$ cat src/rtl/clamp_pkg.sv
package clamp_pkg;
   typedef enum logic [1:0] {
      CLAMP_BACK = 2'b00,
      CLAMP_TIP  = 2'b01,
      CLAMP_TRI  = 2'b10,
      CLAMP_ALT  = 2'b11
   } clamp_mode_t;

   typedef enum logic [1:0] {
      TMR_IDLE = 2'b00,
      TMR_WAIT = 2'b01,
      TMR_HOLD = 2'b10
   } tmr_state_t;

   function automatic int max3(input int a, input int b, input int c);
      int m;
      m = (a > b) ? a : b;
      return (m > c) ? m : c;
   endfunction
endpackage

$ cat src/rtl/clamp_edge_det.sv
module clamp_edge_det #(
   parameter bit SYNC_HIGH = 1'b1
) (
   input  logic       clk,
   input  logic       rst_n,
   input  logic       hsync_in,
   input  logic [1:0] mode_in,
   output logic       lead_edge,
   output logic       trail_edge,
   output logic [1:0] mode_q
);
   logic sync_lvl;
   logic lvl_d1;
   logic lvl_d2;

   generate
      if (SYNC_HIGH) begin : g_pos
         assign sync_lvl = hsync_in;
      end else begin : g_neg
         assign sync_lvl = ~hsync_in;
      end
   endgenerate

   always_ff @(posedge clk or negedge rst_n) begin
      if (!rst_n) begin
         lvl_d1 <= 1'b0;
         lvl_d2 <= 1'b0;
         mode_q <= 2'b00;
      end else begin
         lvl_d1 <= sync_lvl;
         lvl_d2 <= lvl_d1;
         mode_q <= mode_in;
      end
   end

   assign lead_edge  = lvl_d1 & ~lvl_d2;
   assign trail_edge = ~lvl_d1 & lvl_d2;
endmodule

$ cat src/rtl/clamp_mode_dec.sv
module clamp_mode_dec
   import clamp_pkg::*;
#(
   parameter int DLY_TIP = 2,
   parameter int DLY_BP  = 4,
   parameter int DLY_TRI = 20,
   parameter int CNT_W   = 5
) (
   input  logic [1:0]       mode_q,
   input  logic             lead_edge,
   input  logic             trail_edge,
   output logic             trig,
   output logic [CNT_W-1:0] dly_val
);
   clamp_mode_t mode;

   assign mode = clamp_mode_t'(mode_q);

   always_comb begin
      case (mode)
         CLAMP_TIP: begin
            trig    = lead_edge;
            dly_val = CNT_W'(DLY_TIP);
         end
         CLAMP_TRI: begin
            trig    = trail_edge;
            dly_val = CNT_W'(DLY_TRI);
         end
         default: begin
            trig    = trail_edge;
            dly_val = CNT_W'(DLY_BP);
         end
      endcase
   end
endmodule

$ cat src/rtl/clamp_timer.sv
module clamp_timer
   import clamp_pkg::*;
#(
   parameter int CNT_W   = 5,
   parameter int CLAMP_W = 8
) (
   input  logic             clk,
   input  logic             rst_n,
   input  logic             trig,
   input  logic [CNT_W-1:0] dly_val,
   output logic             wait_on,
   output logic             pulse_on
);
   localparam int WID_W = $clog2(CLAMP_W + 1);

   tmr_state_t       state;
   logic [CNT_W-1:0] dly_cnt;
   logic [WID_W-1:0] wid_cnt;

   always_ff @(posedge clk or negedge rst_n) begin
      if (!rst_n) begin
         state   <= TMR_IDLE;
         dly_cnt <= '0;
         wid_cnt <= '0;
      end else if (trig && state != TMR_HOLD) begin
         state   <= TMR_WAIT;
         dly_cnt <= dly_val;
      end else begin
         case (state)
            TMR_WAIT: begin
               if (dly_cnt == CNT_W'(1)) begin
                  state   <= TMR_HOLD;
                  wid_cnt <= WID_W'(CLAMP_W);
               end else begin
                  dly_cnt <= dly_cnt - 1'b1;
               end
            end
            TMR_HOLD: begin
               if (wid_cnt == WID_W'(1)) begin
                  state <= TMR_IDLE;
               end else begin
                  wid_cnt <= wid_cnt - 1'b1;
               end
            end
            default: state <= TMR_IDLE;
         endcase
      end
   end

   assign wait_on  = (state == TMR_WAIT);
   assign pulse_on = (state == TMR_HOLD);
endmodule

$ cat src/rtl/clamp_pulse_gen.sv
module clamp_pulse_gen
   import clamp_pkg::*;
#(
   parameter bit SYNC_HIGH = 1'b1,
   parameter int DLY_TIP   = 2,
   parameter int DLY_BP    = 4,
   parameter int DLY_TRI   = 20,
   parameter int CLAMP_W   = 8
) (
   input  logic       clk,
   input  logic       rst_n,
   input  logic       hsync,
   input  logic [1:0] mode_sel,
   output logic       clamp
);
   localparam int DLY_MAX = max3(DLY_TIP, DLY_BP, DLY_TRI);
   localparam int CNT_W   = $clog2(DLY_MAX + 1);

   generate
      if (DLY_TIP < 1 || DLY_BP < 1 || DLY_TRI < 1) begin : g_bad_dly
         $error("clamp_pulse_gen: every delay must be at least one clock");
      end
      if (CLAMP_W < 1) begin : g_bad_wid
         $error("clamp_pulse_gen: CLAMP_W must be at least one clock");
      end
   endgenerate

   logic             lead_edge;
   logic             trail_edge;
   logic [1:0]       mode_q;
   logic             trig;
   logic [CNT_W-1:0] dly_val;
   logic             timer_wait;

   clamp_edge_det #(
      .SYNC_HIGH (SYNC_HIGH)
   ) u_edge (
      .clk        (clk),
      .rst_n      (rst_n),
      .hsync_in   (hsync),
      .mode_in    (mode_sel),
      .lead_edge  (lead_edge),
      .trail_edge (trail_edge),
      .mode_q     (mode_q)
   );

   clamp_mode_dec #(
      .DLY_TIP (DLY_TIP),
      .DLY_BP  (DLY_BP),
      .DLY_TRI (DLY_TRI),
      .CNT_W   (CNT_W)
   ) u_dec (
      .mode_q     (mode_q),
      .lead_edge  (lead_edge),
      .trail_edge (trail_edge),
      .trig       (trig),
      .dly_val    (dly_val)
   );

   clamp_timer #(
      .CNT_W   (CNT_W),
      .CLAMP_W (CLAMP_W)
   ) u_tmr (
      .clk      (clk),
      .rst_n    (rst_n),
      .trig     (trig),
      .dly_val  (dly_val),
      .wait_on  (timer_wait),
      .pulse_on (clamp)
   );
endmodule

$ cat config.mk
export PLATFORM = sky130hd
export DESIGN_NAME = clamp_pulse_gen
export DESIGN_NICKNAME = d
export VERILOG_FILES = /design/src/rtl/clamp_pkg.sv /design/src/rtl/clamp_edge_det.sv /design/src/rtl/clamp_mode_dec.sv /design/src/rtl/clamp_timer.sv /design/src/rtl/clamp_pulse_gen.sv
export SDC_FILE = /design/constraint.sdc
export NUM_CORES = 1
export LEC_CHECK = 0
export BUFFER_PORTS_ARGS = -buffer_cell sky130_fd_sc_hd__buf_4
export CAP_MARGIN = 15
export CORE_MARGIN = 2
export CORE_UTILIZATION = 56
export DETAILED_ROUTE_END_ITERATION = 16
export PLACE_DENSITY = 0.75
export SLEW_MARGIN = 20
export SYNTH_ARGS = -nofsm -noshare
export SYNTH_HDL_FRONTEND = slang
export SYNTH_SLANG_ARGS = --single-unit
$ cat constraint.sdc
create_clock -name clk -period 1.8 [get_ports clk]
set_input_delay 0.09 -clock clk [delete_from_list [all_inputs] [get_ports clk]]
set_output_delay 0.09 -clock clk [all_outputs]
set_load 0.02 [all_outputs]
# Word level (Yosys, flattened, before mapping)
# Index checks and enable logic that the tools add are counted.
[classes]
reduce_logical = 6
muxes = 12
n_eq_ne = 12
add_sub_neg = 2
bitwise = 5
[op_table]
columns = ["operator", "n"]
rows = [
  ["$mux 5", 3],
  ["$pmux 5 s2", 1],
  ["$mux 4", 2],
  ["$pmux 4 s2", 1],
  ["$mux 2", 3],
  ["$ne 3x1->1 const B", 2],
  ["$eq 5x1->1 const B", 1],
  ["$sub 5x1->5 const B", 1],
  ["$eq 2x1->1 const B", 2],
  ["$eq 2x2->1 const B", 2],
  ["$eq 4x1->1 const B", 1],
  ["$ne 2x1->1 const B", 2],
  ["$ne 2x2->1 const B", 2],
  ["$pmux 2 s2", 1],
  ["$reduce_and 2->1", 2],
  ["$reduce_and 4->1", 1],
  ["$reduce_bool 2->1", 2],
  ["$sub 4x1->4 const B", 1],
  ["$not 1->1", 3],
  ["$and 1x1->1", 2],
  ["$logic_and 1x1->1", 1],
  ["$mux 1", 1],
]
[totals]
output_inout_bits = 1
register_bits = 15
elab_cells = 43

# Longest topological paths before layout
# Gate-level depths: netlist (run 1).
[depth]
depth_word = 6
ltp_mapped = 6

# Cells and area by module
# From an unflattened synthesis (run 1), not the netlist that was laid out.
[unflattened]
hier_cells = 81
area_unflattened_um2 = 842.1
[modules_own_cells]
columns = ["module", "area_per_inst_um2", "cells_per_inst", "seq_area_each_um2", "n_inst"]
rows = [
  ["clamp_timer", 666.9, 68, 275.3, 1],
  ["clamp_edge_det", 115.1, 6, 100.1, 1],
  ["clamp_mode_dec", 60.1, 7, 0.0, 1],
]

# Worst setup path after synthesis (run 1)
# No wires, ideal clock.
[synth_timing]
path_type = "reg-to-reg"
startpoint = "register u_tmr.dly_cnt[1]"
endpoint = "register u_tmr.dly_cnt[0]"
t_arrival_ns = 1.562
slack_ns = 0.162
stages_incl_launch_ff = 7
synth_period_minus_slack_ns = 1.638
cell_sequence = "dfrtp_1 -> inv_1 -> ha_1 -> or4b_4 -> and2_4 -> mux2_4 -> o21ai_1"
[synth_between]
elab_chain_len = 3
[synth_lines]
columns = ["element", "line", "rtl"]
rows = [
  ["from (decl)", "clamp_timer.sv:17", "logic [CNT_W-1:0] dly_cnt;"],
  ["from (signal assigned)", "clamp_timer.sv:27", "dly_cnt <= dly_val;"],
  ["from (signal assigned)", "clamp_timer.sv:35", "dly_cnt <= dly_cnt - 1'b1;"],
  ["$eq 5x1->1", "clamp_timer.sv:31", "if (dly_cnt == CNT_W'(1)) begin"],
  ["$ne 2x1->1 (no line)", "--", ""],
  ["$reduce_and 2->1 (no line)", "--", ""],
]
# Every way passes these cells.
# A chain may end at the register's enable or synchronous reset.

# Worst setup path in the final report (run 1)
# Ends and elaborated chain as after synthesis.

==> reports/metrics.cfg, run 1 <==
[logic_synthesis]
synth_edf_count=0
yosysWarnings=0
ys.flop_type=dfrtp_1
yosysTopAreaCell=dfrtp_1
postSynthCellCount=70
ys_ff_latch=15
async_reset_ff_share_pct=100
synth_nets=79
synth_cell_types=31
synth-seq-area-share_pct=48.5
syn_area_per_cell_um2=11.1
yosysTopAreaCellShare_pct=48.5
syn-cell-area_um2=774
ys_top_cells_by_area=dfrtp_1 48%, ha_1 6.5%, mux2_4 3.9%

[placed_design]
dp_hpwl_um=888
place_congestion=0.716
portBuffers=5

[die]
die_h_um=41.2
row_count=13
initial_utilization_pct=59.5
ios=6
die_width_um=41.2
dieArea_mm2=0.00170
core_mm2=0.00130

[global_route]
grt_pass1_vias=465
grt_max_degree=16
grt_pass1_wl_um=2080
track_usage_pct=20.1
grt_antenna_before_repair=0
grt_overflow=0

[layout]
nets=93
num_antenna_cells=0
syn_to_final_growth_pct=15.8
fillerInstances=97
drive_above_1_share_pct=16.9
multi_input_area_um2=373
ff_latch_area_um2=375

[clock_network]
cts_tree=done
clkLatencyLatePin_ps=290
cts_buffer_depth=2
root_buffer=clkbuf_4
cts_setup_buffers=0
clk_pin_slew_ps=90
clock_sinks=15
htree_levels=1
numCtsBuffers=3

[drt]
final_antenna_net_count=0
first_iter_violations=13
vias_per_cell=5.69
num_vias=558
wl_per_cell_um=13.5
routed_wl_um=1330
drc=0
drt-pass1-iter-count=4

[power]
p_leak_nw=0.426
power_frac_comb_pct=38.1
power.net_switching_mw=0.418
switching_share_pct=35.4
p_per_area_mw_per_mm2=1310
peakVddDrop_v=0.000646
power_frac_clock_pct=16.7
seqPwrFrac_pct=45.2
p_int_mw=0.762

[critical_path]
crit_required_ps=2020
path_cells=inv_2 > ha_1 > or4b_4 > and2_4 > mux2_4 > o21ai_1
max_stage_delay_ps=460
endpoint_kind=flip-flop
crit_fanout=4
critPathBufInv=1
crit_arrival_ps=1950
worst_path_max_delay_cell=or4b_4
path_class=reg2reg
cp-start-kind=flip-flop
crit_family=simple AND/OR/NAND/NOR gates

[min_path]
hp-class=in2async

[sta]
max_freq_ghz=0.578
fin_crit_ps=1730
finClkSkew_ps=0.429
final_max_slew_viol_count=0
holdWs_ps=176
final_hold_viol_count=0
worst_pin_slew_ps=560
setup_tns_ps=0
setup_violations=0
rsz0062_at_grt=false
period_share_pct=96.1
maxSlewHeadroom_pct=62.1

[job]
maxCapViolCount=0

[outcome]
outcome=finished, final reports clean

## cell usage after synthesis, types with 2 or more instances
library cell / n
a21o_1: 2
a21oi_1: 3
a31oi_1: 2
and2_1: 2
dfrtp_1: 15
ha_1: 4
inv_1: 7
mux2_4: 2
mux2i_1: 2
nand2b_1: 3
nand3_1: 4
nor2b_1: 3
nor3_1: 2
o21ai_1: 2
## final cells by class
class	count	share of cell area, %
flip-flops and latches	15	41.8
multi-input cells	48	41.6
repair buffers	9	8.65
clock buffers	4	2.93
inverters	7	2.93
well taps	15	2.09
## repair_timing
action,CTS,global route
hold buffers,4,0
gates resized for setup,0,1
endpoints found under the setup margin,0,2
hold endpoints to repair,18,0
## worst register-to-register path: stages, from the launching register on
cell	delay, ps
dfrtp_1	400
inv_2	80
ha_1	150
or4b_4	460
and2_4	180
mux2_4	260
o21ai_1	120
## flip-flops by register name, summed over array words and instances (netlist names)
signal         flops
u_tmr.state        2
u_edge.lvl_d2      1
u_edge.lvl_d1      1
u_edge.mode_q      2
u_tmr.wid_cnt      4
u_tmr.dly_cnt      5
## cell families after synthesis
group,count (synthesis),synth area share (%)
multiplexers,4,6.46
AO/OA/AOI/OAI,15,13.9
flip-flops,15,48.5
adder cells (fa/ha/maj),4,6.46
buffers and inverters,7,3.39
XOR/XNOR,1,1.13
AND/OR/NAND/NOR,24,20.2
## path summary, 6_finish.rpt
| kind | from | endpoint | slack [ps] | cells after the start |
|---|---|---|---|---|
| min in group clk | u_edge.lvl_d1 | u_edge.lvl_d2 | 400 | 0 |
| max in group asynchronous | rst_n | u_tmr.wid_cnt[0] | 1460 | 2 |
| hold / removal | rst_n | u_tmr.dly_cnt[0] | 180 | 2 |
| setup reg to reg | u_tmr.dly_cnt[1] | u_tmr.dly_cnt[0] | 70 | 6 |
| hold reg to reg | u_edge.lvl_d1 | u_edge.lvl_d2 | 400 | 0 |
| setup / recovery | u_tmr.dly_cnt[1] | u_tmr.dly_cnt[0] | 70 | 6 |
## power groups by stage
stage / logic [mW] / registers (mW) / clock network, mW
2_1_floorplan: 0.366 / 0.512 / 0
3_3_place_gp: 0.431 / 0.533 / 0
3_5_place_dp: 0.434 / 0.536 / 0
4_1_cts: 0.449 / 0.531 / 0.200
5_1_grt: 0.511 / 0.548 / 0.214
6_report: 0.449 / 0.533 / 0.197
## metal layers
layer	up-vias	GRT usage (%)	wire (um)
li1	276	-	-
met1	262	26.4	638
met2	15	28.5	593
met3	5	4.89	52
met4	0	14.5	41
met5	-	0	0
## layout by cell type, fill, tap and decap left out, drive strengths merged, types with 2 or more instances in the layout
master / synthesis / final
mux2: 2 / 2
a21oi: 3 / 3
dfrtp: 15 / 15
a31oi: 2 / 2
buf: 0 / 5
clkbuf: 0 / 4
nand2b: 3 / 3
nor2b: 3 / 3
ha: 4 / 4
dlygate4sd3: 0 / 4
and2: 3 / 3
inv: 7 / 7
a21o: 2 / 2
o21ai: 2 / 2
mux2i: 2 / 2
nand3: 4 / 4
nor3: 2 / 2
## metrics by stage
stage | setup slack (ps) | power, mW | instances | utilization [%] | instance area [um^2]
6_report | 69.7 | 1.18 | 98 | 68.9 | 897
5_1_grt | 3.40 | 1.27 | 98 | 68.9 | 897
4_1_cts | 38.2 | 1.18 | 98 | 68.9 | 897
3_5_place_dp | 73.9 | 0.970 | 90 | 63.8 | 831
3_3_place_gp | 113 | 0.964 | 90 | 63.8 | 831
2_1_floorplan | 162 | 0.878 | 70 | - | 774
Power figures use the tool's default switching activity.
==> inputs of run 2 (changes only) <==
- CORE_UTILIZATION: 56 -> 43
- PLACE_DENSITY: 0.75 -> not set
==> run 2 against run 1 <==
Net effect: sequential power about the same; combinational power up 24%; clock skew up 9.5 ps; non-clock buffer count up 4; power up 8.4%; clock power down 4%; count of clock-buffer cells in the layout unchanged; critical path type unchanged; largest power group is now combinational logic; highest routed layer unchanged.
==> reports/metrics.cfg, run 2 (synthesis gave the netlist of run 1 again) <==
[drt]
first_iter_violations=5  ; -8
drt-pass1-iter-count=4  ; unchanged
routed_wl_um=1480  ; +12%
num_vias=578  ; +3.6%
vias_per_cell=5.16  ; -9.4%
drc=0  ; unchanged
wl_per_cell_um=13.2  ; -2.3%
final_antenna_net_count=0  ; unchanged

[critical_path]
path_class=reg2reg
crit_required_ps=2020  ; about the same
crit_arrival_ps=1980  ; +30 ps
endpoint_kind=flip-flop
crit_fanout=4  ; unchanged
cp-start-kind=flip-flop

[placed_design]
place_congestion=0.802  ; +12%
portBuffers=5  ; unchanged
place_area_um2=851  ; +2.4%
dpl_worst_slack_ps=29.7  ; -44.2 ps
dp_hpwl_um=1020  ; +15%

[layout]
largest_register=u_tmr.dly_cnt
fin_area_um2=950  ; +5.9%
largest_reg_flops=5  ; unchanged
fin_util_pct=55.6  ; -13 points
reg_top3=u_tmr.dly_cnt x5, u_tmr.wid_cnt x4
mostFrequentLayoutCell=dfrtp_1
nets=97  ; +4.3%
num_antenna_cells=0  ; unchanged
most-common-layout-cells=15 x dfrtp_1, 9 x buf_4, 6 x inv_1
syn_to_final_growth_pct=22.6
drive_above_1_share_pct=24.1  ; +7.3 points

[power]
p_per_area_mw_per_mm2=1350  ; +2.4%
peakVddDrop_v=0.000577  ; -11%
p_leak_nw=0.447  ; +4.8%

[die]
die_h_um=46.4  ; +13%
dieArea_mm2=0.00216  ; +27%
die_width_um=46.4  ; +13%
initial_utilization_pct=45.3  ; -14 points
ios=6  ; unchanged
core_mm2=0.00171  ; +31%
row_count=15  ; +2

[global_route]
track_usage_pct=16.5  ; -3.6 points
grt_antenna_before_repair=0  ; unchanged
grt_pass1_wl_um=2420  ; +17%
grt_pass1_vias=566  ; +22%
grt_max_degree=16  ; unchanged
grt_overflow=0  ; unchanged

[sta]
final_hold_viol_count=0  ; unchanged
setup_violations=0  ; unchanged
period_share_pct=98.0  ; +1.8 points
fin_ws_ps=36.8  ; -32.9 ps
fin_crit_ps=1760  ; +32.9 ps
final_max_slew_viol_count=0  ; unchanged
maxSlewHeadroom_pct=74.0  ; +12 points
finClkSkew_ps=9.90  ; +9.47 ps
max_freq_ghz=0.567  ; -1.9%
rsz0062_at_grt=true
worst_pin_slew_ps=390  ; -170 ps

[job]
maxCapViolCount=0  ; unchanged

[clock_network]
numCtsBuffers=3  ; unchanged
clkLatencyLatePin_ps=290  ; about the same
cts_buffer_depth=2  ; unchanged
root_buffer=clkbuf_4
clk_pin_slew_ps=90  ; about the same
htree_levels=1  ; unchanged
clock_sinks=15  ; unchanged
cts_tree=done

[outcome]
outcome=finished, final reports clean

[min_path]
hp-class=in2async

## run 2: changes by cell type in the layout (fill, tap and decap cells not counted), sizes merged
cell	previous run	this run
buf	5	9
## run 2: repair_timing
action,in CTS,in global routing
hold buffers,4,0
resized for setup,0,4
setup endpoints to repair,0,2
hold endpoints to repair,18,0
buffers inserted,0,3
## run 2: where the power goes
part / switching, mW / internal [mW] / leakage (nW) / total, mW
Combinational: 0.255 / 0.300 / 0.250 / 0.556
Sequential: 0.0936 / 0.439 / 0.181 / 0.533
Clock: 0.104 / 0.0861 / 0.0150 / 0.190
## run 2: final timing paths
| kind | from | to | cells after the start | slack, ps |
|---|---|---|---|---|
| setup / recovery | u_tmr.dly_cnt[1] | u_tmr.dly_cnt[1] | 6 | 40 |
| setup reg to reg | u_tmr.dly_cnt[1] | u_tmr.dly_cnt[1] | 6 | 40 |
| max in group asynchronous | rst_n | u_edge.lvl_d2 | 2 | 1430 |
| min in group clk | u_edge.lvl_d1 | u_edge.lvl_d2 | 0 | 400 |
| hold / removal | rst_n | u_tmr.state[1] | 2 | 180 |
| hold reg to reg | u_edge.lvl_d1 | u_edge.lvl_d2 | 0 | 400 |
## run 2: metal layers
layer / up-vias / track usage [%] / part of all wire (%)
li1: 285 / - / -
met5: - / 0 / 0
met2: 14 / 25.6 / 48
met4: 0 / 8.00 / 1.8
met3: 4 / 5.88 / 3.4
met1: 275 / 20.2 / 46
## run 2: final cells by class
class	instances	area, um^2
inverter	7	26.3
clock buffer	4	26.3
tap	25	31.3
sequential	15	375
timing repair buffer	13	108
multi-input combinational	48	383
fill	151	758
## run 2: metrics by stage
step           hold WS, ps  power (mW)  TNS, ps  std cells
2_1_floorplan         -206       0.878        0         70
6_report               184        1.28        0        112
3_3_place_gp         -47.6       0.990        0        101
5_1_grt                189        1.39    -28.9        112
4_1_cts                182        1.21        0        109
3_5_place_dp         -44.8        1.00        0        101
## run 2: critical path, stage by stage, from the launching register on
cell and delay (ps):
dfrtp_1 400, inv_2 80, ha_2 170, or4b_4 460, and2_4 190, mux2_4 270
o21ai_2 120
